File: config.mk
export PLATFORM = sky130hd
export DESIGN_NAME = cplx_csd_smul
export DESIGN_NICKNAME = d
export VERILOG_FILES = /design/src/rtl/csdcm_pkg.sv /design/src/rtl/csdcm_ctrl.sv /design/src/rtl/csdcm_cell.sv /design/src/rtl/csdcm_row.sv /design/src/rtl/cplx_csd_smul.sv
export SDC_FILE = /design/constraint.sdc
export NUM_CORES = 1
export LEC_CHECK = 0
export ABC_AREA = 1
export BUFFER_PORTS_ARGS = -buffer_cell sky130_fd_sc_hd__buf_2
export CORE_MARGIN = 5
export CORE_UTILIZATION = 40
export DETAILED_ROUTE_END_ITERATION = 6
export PLACE_DENSITY = 0.6
export SLEW_MARGIN = 0
export SYNTH_ARGS = -nofsm -noshare
export SYNTH_HDL_FRONTEND = slang
export SYNTH_SLANG_ARGS = --single-unit
File: constraint.sdc
create_clock -name clk -period 4.95 [get_ports clk]
set_clock_uncertainty 0.2 [all_clocks]
set_input_delay 0.99 -clock clk [delete_from_list [all_inputs] [get_ports clk]]
set_output_delay 0.99 -clock clk [all_outputs]
set_load 0.01 [all_outputs]
File: src/rtl/csdcm_pkg.sv
// Shared types and constant helpers for the serial complex constant multiplier.
// Assumes coefficient masks fit in 32 bits and the product fits in 64 bits.
package csdcm_pkg;

    // Number of full adders a digit position of one row holds.
    typedef enum logic [1:0] {
        CK_EMPTY  = 2'd0,
        CK_SINGLE = 2'd1,
        CK_DOUBLE = 2'd2
    } cell_kind_e;

    // One-bit full adder, returns {carry, sum}.
    function automatic logic [1:0] fa(input logic a, input logic b, input logic c);
        return {(a & b) | (a & c) | (b & c), a ^ b ^ c};
    endfunction

    // High-order correction: every non-zero digit at weight 2^k adds
    // -2^(k+n-1). It is the same for both rows, since each row holds one
    // term per non-zero digit of either coefficient part.
    function automatic logic [63:0] hi_const(input logic [31:0] ar_nz,
                                             input logic [31:0] ai_nz,
                                             input int n_bits);
        logic [63:0] s;
        s = 64'(ar_nz) + 64'(ai_nz);
        return 64'd0 - (s << (n_bits - 1));
    endfunction

endpackage

File: src/rtl/csdcm_ctrl.sv
// Frame sequencer. Follows the position of the current operand bit inside a
// frame of W cycles that starts with word_start. Gives the first-bit
// marker, the data window (bits 0..N-1) and the sign-bit marker.
// Assumes W > N. Waits idle (index W) until the first word_start.
module csdcm_ctrl #(
    parameter int N  = 10,
    parameter int W  = 20,
    parameter int IW = 5
) (
    input  logic          clk,
    input  logic          rst_n,
    input  logic          start,
    output logic          first,
    output logic          in_data,
    output logic          msb,
    output logic [IW-1:0] idx
);
    logic [IW-1:0] ph_q;

    // Current bit index: zero on a start, otherwise the running phase.
    always_comb begin
        idx     = start ? '0 : ph_q;
        first   = start;
        in_data = (idx < IW'(N));
        msb     = (idx == IW'(N - 1));
    end

    // Phase register: advances once per cycle and stops at W (idle).
    always_ff @(posedge clk) begin
        if (!rst_n) begin
            ph_q <= IW'(W);
        end else if (idx < IW'(W)) begin
            ph_q <= idx + IW'(1);
        end else begin
            ph_q <= IW'(W);
        end
    end
endmodule

File: src/rtl/csdcm_cell.sv
// One digit position of an adder row. KIND picks 0, 1 or 2 full adders.
// term_a and term_b are partial product bits, already inverted and gated.
// On the first cycle of a word the incoming sum is taken as zero and each
// carry loads its preset (1 for a negative term, the low correction).
module csdcm_cell #(
    parameter csdcm_pkg::cell_kind_e KIND = csdcm_pkg::CK_EMPTY,
    parameter bit PRE_A = 1'b0,
    parameter bit PRE_B = 1'b0
) (
    input  logic clk,
    input  logic rst_n,
    input  logic first,
    input  logic term_a,
    input  logic term_b,
    input  logic s_in,
    output logic s_q
);
    logic s_eff;

    // Sum from the left neighbour, cleared on the first bit of a word.
    assign s_eff = first ? 1'b0 : s_in;

    if (KIND == csdcm_pkg::CK_DOUBLE) begin : g_dbl
        logic ca_q, cb_q, ca_in, cb_in, ca_d, cb_d, s_mid, s_d;

        // Two cascaded adders: first term, then second term.
        always_comb begin
            ca_in        = first ? PRE_A : ca_q;
            cb_in        = first ? PRE_B : cb_q;
            {ca_d, s_mid} = csdcm_pkg::fa(term_a, s_eff, ca_in);
            {cb_d, s_d}   = csdcm_pkg::fa(term_b, s_mid, cb_in);
        end

        // Sum and both carry delay elements.
        always_ff @(posedge clk) begin
            if (!rst_n) begin
                s_q <= 1'b0; ca_q <= 1'b0; cb_q <= 1'b0;
            end else begin
                s_q <= s_d; ca_q <= ca_d; cb_q <= cb_d;
            end
        end
    end else if (KIND == csdcm_pkg::CK_SINGLE) begin : g_sgl
        logic ca_q, ca_in, ca_d, s_d;
        logic unused_tb;
        assign unused_tb = term_b;

        // Single adder on the one active term.
        always_comb begin
            ca_in      = first ? PRE_A : ca_q;
            {ca_d, s_d} = csdcm_pkg::fa(term_a, s_eff, ca_in);
        end

        // Sum and carry delay elements.
        always_ff @(posedge clk) begin
            if (!rst_n) begin
                s_q <= 1'b0; ca_q <= 1'b0;
            end else begin
                s_q <= s_d; ca_q <= ca_d;
            end
        end
    end else begin : g_empty
        logic unused_terms;
        assign unused_terms = term_a | term_b;

        // Empty position: the sum only passes through a delay element.
        always_ff @(posedge clk) begin
            if (!rst_n) s_q <= 1'b0;
            else        s_q <= s_eff;
        end
    end
endmodule

File: src/rtl/csdcm_row.sv
// One serial/parallel adder row. Position k adds the digit-weighted real
// operand (masks XR_*) and imaginary operand (masks XI_*). Sums move from
// position M-1 down to 0, and position 0 gives one product bit per cycle.
// inj feeds the free sum input of the top position. A term bit is inverted
// for a negative digit, and inverted the opposite way on the sign bit.
module csdcm_row #(
    parameter int M = 8,
    parameter logic [M-1:0] XR_POS = '0,
    parameter logic [M-1:0] XR_NEG = '0,
    parameter logic [M-1:0] XI_POS = '0,
    parameter logic [M-1:0] XI_NEG = '0
) (
    input  logic clk,
    input  logic rst_n,
    input  logic first,
    input  logic in_data,
    input  logic msb,
    input  logic xr,
    input  logic xi,
    input  logic inj,
    output logic prod_bit
);
    import csdcm_pkg::*;

    logic [M-1:0] sq;

    for (genvar k = 0; k < M; k++) begin : g_pos
        localparam bit UR = XR_POS[k] | XR_NEG[k];
        localparam bit UI = XI_POS[k] | XI_NEG[k];
        localparam cell_kind_e KD = (UR && UI) ? CK_DOUBLE :
                                    ((UR || UI) ? CK_SINGLE : CK_EMPTY);
        localparam bit PA = UR ? XR_NEG[k] : XI_NEG[k];
        localparam bit PB = XI_NEG[k];
        logic ta, tb, sin;

        // Route the active terms: real operand first, then imaginary.
        assign ta = UR ? (in_data & (xr ^ (XR_NEG[k] ^ msb))) :
                    (UI ? (in_data & (xi ^ (XI_NEG[k] ^ msb))) : 1'b0);
        assign tb = (UR && UI) ? (in_data & (xi ^ (XI_NEG[k] ^ msb))) : 1'b0;

        if (k == M - 1) begin : g_top
            assign sin = inj;
        end else begin : g_mid
            assign sin = sq[k + 1];
        end

        csdcm_cell #(.KIND(KD), .PRE_A(PA), .PRE_B(PB)) u_cell (
            .clk    (clk),
            .rst_n  (rst_n),
            .first  (first),
            .term_a (ta),
            .term_b (tb),
            .s_in   (sin),
            .s_q    (sq[k])
        );
    end

    assign prod_bit = sq[0];
endmodule

File: src/rtl/cplx_csd_smul.sv
// Bit-serial product of a streaming complex sample and a constant complex
// coefficient in canonic signed-digit form. The upper row gives the
// imaginary part, the lower row the real part. Frame: W = 2*N cycles with
// N data bits, LSB first. Product bit t leaves t+1 cycles after word_start.
// Assumes: masks with no position both +1 and -1, no two adjacent
// non-zero digits, and M_DIG <= N_BITS-1 so that the product fits W bits.
module cplx_csd_smul #(
    parameter int N_BITS = 10,
    parameter int M_DIG  = 8,
    parameter logic [M_DIG-1:0] AR_POS = 8'h80,
    parameter logic [M_DIG-1:0] AR_NEG = 8'h25,
    parameter logic [M_DIG-1:0] AI_POS = 8'h25,
    parameter logic [M_DIG-1:0] AI_NEG = 8'h80
) (
    input  logic clk,
    input  logic rst_n,
    input  logic word_start,
    input  logic xr_bit,
    input  logic xi_bit,
    output logic mr_bit,
    output logic mi_bit,
    output logic prod_lsb
);
    localparam int W  = 2 * N_BITS;
    localparam int IW = $clog2(W + 1);
    localparam logic [63:0] K_FULL =
        csdcm_pkg::hi_const(32'(AR_POS | AR_NEG), 32'(AI_POS | AI_NEG), N_BITS);
    localparam logic [W-1:0] K_COR = K_FULL[W-1:0];

    logic          first, in_data, msb, kbit;
    logic [IW-1:0] idx;

    csdcm_ctrl #(.N(N_BITS), .W(W), .IW(IW)) u_ctrl (
        .clk     (clk),
        .rst_n   (rst_n),
        .start   (word_start),
        .first   (first),
        .in_data (in_data),
        .msb     (msb),
        .idx     (idx)
    );

    // Correction bit for the top sum input, weight 2^(idx+M_DIG-1).
    assign kbit = |(K_COR & (W'(1) << (int'(idx) + M_DIG - 1)));

    // Imaginary row: Ai on the real operand, Ar on the imaginary operand.
    csdcm_row #(.M(M_DIG), .XR_POS(AI_POS), .XR_NEG(AI_NEG),
                .XI_POS(AR_POS), .XI_NEG(AR_NEG)) u_row_im (
        .clk (clk), .rst_n (rst_n), .first (first), .in_data (in_data),
        .msb (msb), .xr (xr_bit), .xi (xi_bit), .inj (kbit),
        .prod_bit (mi_bit)
    );

    // Real row: Ar on the real operand, -Ai on the imaginary operand.
    csdcm_row #(.M(M_DIG), .XR_POS(AR_POS), .XR_NEG(AR_NEG),
                .XI_POS(AI_NEG), .XI_NEG(AI_POS)) u_row_re (
        .clk (clk), .rst_n (rst_n), .first (first), .in_data (in_data),
        .msb (msb), .xr (xr_bit), .xi (xi_bit), .inj (kbit),
        .prod_bit (mr_bit)
    );

    // Bit-0 marker, aligned with the registered row outputs.
    always_ff @(posedge clk) begin
        if (!rst_n) prod_lsb <= 1'b0;
        else        prod_lsb <= first;
    end
endmodule

# Word-level counts from Yosys, hierarchy flattened
# Index checks and enable logic that the tools add are counted.
# totals
register_bits	38
inputBits	5
out_inout_bits	3
elab_cells	190
# classes
add_sub_neg	3
order_cmp	2
n_eq_ne	1
shift	1
muxes	24
bitwise_logic	122
reduce_logical	3
# ops
op	n
$and A1 B1 Y1	52
$xor A1 B1 Y1	36
$or A1 B1 Y1	32
$shl A1 B32 Y20 const A	1
$mux W1	23
$reduce_or A7 Y1	1
$sub A6 B1 Y7 const B	1
$add A5 B4 Y6 const B	1
$add A5 B1 Y5 const B	1
$eq A5 B4 Y1 const B	1
$lt A5 B4 Y1 const B	1
$lt A5 B5 Y1 const B	1
$mux W5	1
$not A1 Y1	2
$reduce_and A2 Y1	1
$reduce_or A2 Y1	1

# Longest topological paths before layout
# logic_depth
ltp_word	11
ltp_mapped	14
mapped_depth_nobuf	14

# Hierarchy
# Synthesis repeated with hierarchy kept, for this count alone.
# unflattened
hier_cells	277
hier_area_um2	2045.7
# by_module_without_submodules
module	n_inst	cells_each	area_per_inst_um2	seq_area_each_um2
csdcm_cell (u_row_im.g_pos[0].u_cell ...)	4	18	151.4	60.1
csdcm_cell (u_row_im.g_pos[7].u_cell ...)	4	18	148.9	60.1
csdcm_ctrl	1	42	311.5	100.1
csdcm_cell (u_row_im.g_pos[1].u_cell ...)	8	3	30.0	20.0
cplx_csd_smul	1	25	132.6	20.0
csdcm_row (u_row_re)	1	21	81.3	0.0
csdcm_row (u_row_im)	1	21	78.8	0.0

# Worst setup path before layout
# No wires, ideal clock.
# synth_path
kind	input port to flip-flop
start	input word_start
end	register u_row_im.g_pos[7].u_cell.s_q
setup_ns	0.109
t_arrival_ns	3.161
t_required_ns	4.641
path_slack_ns	1.480
cell_stages	13
n_path_buf	1
cell_sequence	buf_6 > nor2_2 > ha_1 > nand2_2 > nor2_4 > nand2_2 > nand2_1 > nand2_1 > nor2_1 > fa_1 > fa_1 > nand2_1 > inv_1
# synth_between
elab_chain_len	10
elab_cells_between_ends	19
classes_between	add/sub: 2; order compare: 1; eq/ne: 1; shift: 1; mux: 4; bitwise: 9; reduce/logical: 1
# synth_rtl
item	line	text
start: declaration	cplx_csd_smul.sv:17	input logic word_start,
$mux W5	csdcm_ctrl.sv:22	idx = start ? '0 : ph_q;
$add A5 B4 Y6	cplx_csd_smul.sv:44	assign kbit = |(K_COR & (W'(1) << (int'(idx) + M_DIG - 1)));
$sub A6 B1 Y7	cplx_csd_smul.sv:44	
$shl A1 B32 Y20	cplx_csd_smul.sv:44	
$reduce_or A7 Y1	cplx_csd_smul.sv:44	
$mux W1	csdcm_cell.sv:21	assign s_eff = first ? 1'b0 : s_in;
$xor A1 B1 Y1 (3 in series)	csdcm_pkg.sv:14	return {(a & b) | (a & c) | (b & c), a ^ b ^ c};
$xor A1 B1 Y1 *	csdcm_pkg.sv:14	
named net u_row_im.g_pos[7].u_cell.g_dbl.s_d	csdcm_cell.sv:24	logic ca_q, cb_q, ca_in, cb_in, ca_d, cb_d, s_mid, s_d;
end signal: assignment	csdcm_cell.sv:37	s_q <= 1'b0; ca_q <= 1'b0; cb_q <= 1'b0;
end signal: assignment	csdcm_cell.sv:39	s_q <= s_d; ca_q <= ca_d; cb_q <= cb_d;
end: declaration	csdcm_cell.sv:16	output logic s_q
# Mark *: on every way through the listed nets, which the timed path passes. The rest lies on a longest branch.
# A chain may end at the register's enable or synchronous reset.

# Worst setup path in the final report
# layout_path
start	input word_start
end	register u_row_re.g_pos[5].u_cell.s_q
# layout_between
elab_chain_len	9
elab_cells_between_ends	15
classes_between	order compare: 1; eq/ne: 1; mux: 4; bitwise: 9
# layout_rtl
item	line
parallel branches: the longest is 8 deep, another holds $lt A5 B4 Y1	--
$xor A1 B1 Y1 *	csdcm_pkg.sv:14
named net u_row_re.g_pos[5].u_cell.g_dbl.s_d	csdcm_cell.sv:24
end signal: assignment	csdcm_cell.sv:37
end signal: assignment	csdcm_cell.sv:39
end: declaration	csdcm_cell.sv:16
# Mark *: on every way through the listed nets, which the timed path passes.

==> results.sh <==
export IMPL_vdd_drop_max_mv=0.138
export IMPL_p_leak_nw=1.01
export IMPL_ff2ff_path_depth=13
export IMPL_whs_path_depth=2
export IMPL_rr_startpoint="u_ctrl.ph_q[0]$_SDFF_PN0_"
export IMPL_grt_util_met1=0.134
export IMPL_syn_area_um2=1850
export IMPL_syn_inst=225
export IMPL_r2r_end="u_row_re.g_pos[5].u_cell.s_q$_SDFF_PN0_"
export IMPL_core_um2=4410
export IMPL_max_cap_violations=0
export IMPL_relSlewSlack=0.598
export IMPL_start_util=0.420
export IMPL_status="finished clean"
export IMPL_worstMarginPinSlew_ns=0.600
export IMPL_cp_required_ns=4.98
export IMPL_grtUsageMet2=0.173
export IMPL_tns_ns=0
export IMPL_postCtsSetupBuffers=0
export IMPL_clk_latency_ns=0.28
export IMPL_r2r_slack_ns=1.94
export IMPL_post_cts_resized=0
export IMPL_cts_tree="yes"
export IMPL_grt_pass1_wl_um=5260
export IMPL_globalplace_congestion=0.825
export IMPL_synth_cell_types=20
export IMPL_gr_total_overflow=0
export IMPL_viasPerCell=4.35
export IMPL_hp_class="reg -> reg"
export IMPL_path_class="in -> reg"
export IMPL_htreeDepth=2
export IMPL_cts_max_path_buffers=2
export IMPL_ios=8
export IMPL_port_buffers=7
export IMPL_grt_pass1_vias=1167
export IMPL_grtUsageMet3=0.0275
export IMPL_n_fill_cell=448
export IMPL_hold_viol_final=0
export IMPL_ys_seq_elements=38
export IMPL_cts_hold_buf=0
export IMPL_cp_data_arrival_time_ns=3.87
export IMPL_final_nets=256
export IMPL_finalCriticalPeriod_ns=3.84
export IMPL_antenna_found_initial=0
export IMPL_rows=24
export IMPL_dieArea_um2=6090
export IMPL_powerDensity_nw_per_um2=325
export IMPL_diodes=0
export IMPL_critPathMaxFanout=21
export IMPL_ys_seq_area_frac=0.411
export IMPL_fin_crit_sh=0.776
export IMPL_cts_made_buffers=5
export IMPL_setup_viol=0
export IMPL_cts_root_buf="clkbuf_8"
export IMPL_worstHoldStart="u_row_re.g_pos[5].u_cell.s_q$_SDFF_PN0_"
export IMPL_area_delta_synth_final_pct=7.23
export IMPL_grt_max_degree=26
export IMPL_rsz0062_at_grt="no"
export IMPL_wl_per_cell_um=10.1
export IMPL_routed_wl_um=2870
export IMPL_vias=1236
export IMPL_die_h_um=78.1
export IMPL_postRouteAntennaNets=0
export IMPL_syn_num_nets=248
export IMPL_max_freq_mhz=260
export IMPL_die_w_um=78.1
export IMPL_busiest_layer="met2"
export IMPL_first_pass_iters=4
export IMPL_clock_sinks=38
export IMPL_dp_hpwl_um=2080
export IMPL_finalPower_uw=645
export IMPL_end_kind="register"
export IMPL_drv_slew=0
export IMPL_track_usage=0.108
export IMPL_yosys_warnings=0
export IMPL_startpoint="word_start"
export IMPL_clk_pin_slew_ns=0.07
export IMPL_drive_above_1_share=0.151
export IMPL_synth_area_per_cell_um2=8.24
export IMPL_critical_path_startpoint_type="input port"
export IMPL_drc=0
export IMPL_whs_endpoint="u_row_re.g_pos[4].u_cell.s_q$_SDFF_PP0_"
export IMPL_drt_iter0_drc=58
-- state kept, by name (all words and copies together), names as in the netlist --
name,flops
u_row_im.g_pos.u_cell.s_q,8
u_row_re.g_pos.u_cell.s_q,8
u_ctrl.ph_q,5
u_row_im.g_pos.u_cell.g_dbl.ca_q,4
u_row_im.g_pos.u_cell.g_dbl.cb_q,4
u_row_re.g_pos.u_cell.g_dbl.ca_q,4
u_row_re.g_pos.u_cell.g_dbl.cb_q,4
prod_lsb,1
-- logic make-up after synthesis --
group / after synthesis / share of synthesized area
buffers and inverters: 56 / 0.130
AO/OA/AOI/OAI: 5 / 0.0155
flip-flops: 38 / 0.411
adder cells (fa/ha/maj): 18 / 0.186
AND/OR/NAND/NOR: 108 / 0.258
-- worst max path at each step --
stage | cells past startpoint | to
2_1_floorplan | 13 | u_row_im.g_pos[7].u_cell.s_q$_SDFF_PN0_
3_3_place_gp | 14 | u_row_re.g_pos[5].u_cell.s_q$_SDFF_PN0_
3_5_place_dp | 14 | u_row_re.g_pos[5].u_cell.s_q$_SDFF_PN0_
4_1_cts | 14 | u_row_re.g_pos[5].u_cell.s_q$_SDFF_PN0_
5_1_grt | 14 | u_row_re.g_pos[5].u_cell.s_q$_SDFF_PN0_
6_report | 14 | u_row_re.g_pos[5].u_cell.s_q$_SDFF_PN0_
-- cells in the final DEF, fill, tap and decap left out --
cell | netlist | routed
dfxtp_1 | 38 | 38
clkbuf_8 | 0 | 6
inv_2 | 1 | 1
a21oi_1 | 2 | 2
nand4_1 | 1 | 1
nand2_4 | 1 | 1
buf_2 | 3 | 7
nor2_4 | 1 | 1
or2_2 | 10 | 10
fa_1 | 16 | 16
nand2_2 | 3 | 3
nand3_1 | 10 | 10
inv_1 | 48 | 48
nor2_1 | 25 | 25
nor2_2 | 4 | 4
nand2_1 | 53 | 53
buf_4 | 1 | 1
ha_1 | 2 | 2
a21oi_2 | 1 | 1
o21ai_0 | 2 | 2
-- power by group --
group          switching (mW)  internal [mW]
clock                  0.0981          0.107
sequential            0.00900          0.331
combinational          0.0606         0.0391
-- per-layer routing --
metal,vias up,wire (µm)
met5,-,0
met4,0,67
met3,7,79
met2,13,1350
met1,561,1370
li1,655,-
-- final cells by class --
cell class | count | area (µm²) | area share
Inverter | 49 | 184 | 0.0926
Clock buffer | 6 | 82.6 | 0.0416
Timing Repair Buffer | 8 | 42.5 | 0.0214
Sequential cell | 38 | 761 | 0.383
Multi-Input combinational cell | 131 | 852 | 0.429
Tap cell | 52 | 65.1 | 0.0327
-- Yosys cell counts --
| cell type | n | area (µm²) |
|---|---|---|
| nand2_1 | 53 | 199 |
| nor2_2 | 4 | 25.0 |
| ha_1 | 2 | 25.0 |
| buf_6 | 3 | 33.8 |
| a21oi_2 | 1 | 8.76 |
| nand4_1 | 1 | 6.26 |
| buf_2 | 3 | 15.0 |
| nor2_4 | 1 | 11.3 |
| buf_4 | 1 | 7.51 |
| nand2_4 | 1 | 11.3 |
| nand3_1 | 10 | 50.1 |
| fa_1 | 16 | 320 |
| inv_2 | 1 | 3.75 |
| nor2_1 | 25 | 93.8 |
| a21oi_1 | 2 | 10.0 |
| o21ai_0 | 2 | 10.0 |
| inv_1 | 48 | 180 |
| nand2_2 | 3 | 18.8 |
| dfxtp_1 | 38 | 761 |
| or2_2 | 10 | 62.6 |
-- per-stage QoR --
stage               hold WS [ns]  utilization  instance area (µm²)  std cells  worst slack [ns]
global route               0.238        0.450                 1990        284             0.790
finish                     0.211        0.450                 1990        284              1.11
detailed placement         0.202        0.431                 1900        278             0.781
floorplan                  0.194            -                 1850        225              1.48
CTS                        0.213        0.450                 1990        284              1.08
global placement           0.197        0.431                 1900        278             0.897
-- critical path, stage by stage --
cell,delay [ns]
buf_2,0.33
inv_2,0.21
nand2_1,0.15
ha_1,0.17
nand2_2,0.06
nor2_4,0.12
nand2_2,0.07
nand2_1,0.07
nand2_1,0.06
nor2_1,0.47
fa_1,0.53
fa_1,0.52
nand2_1,0.05
inv_1,0.06
Note: power is estimated with default switching activity, not from simulation.
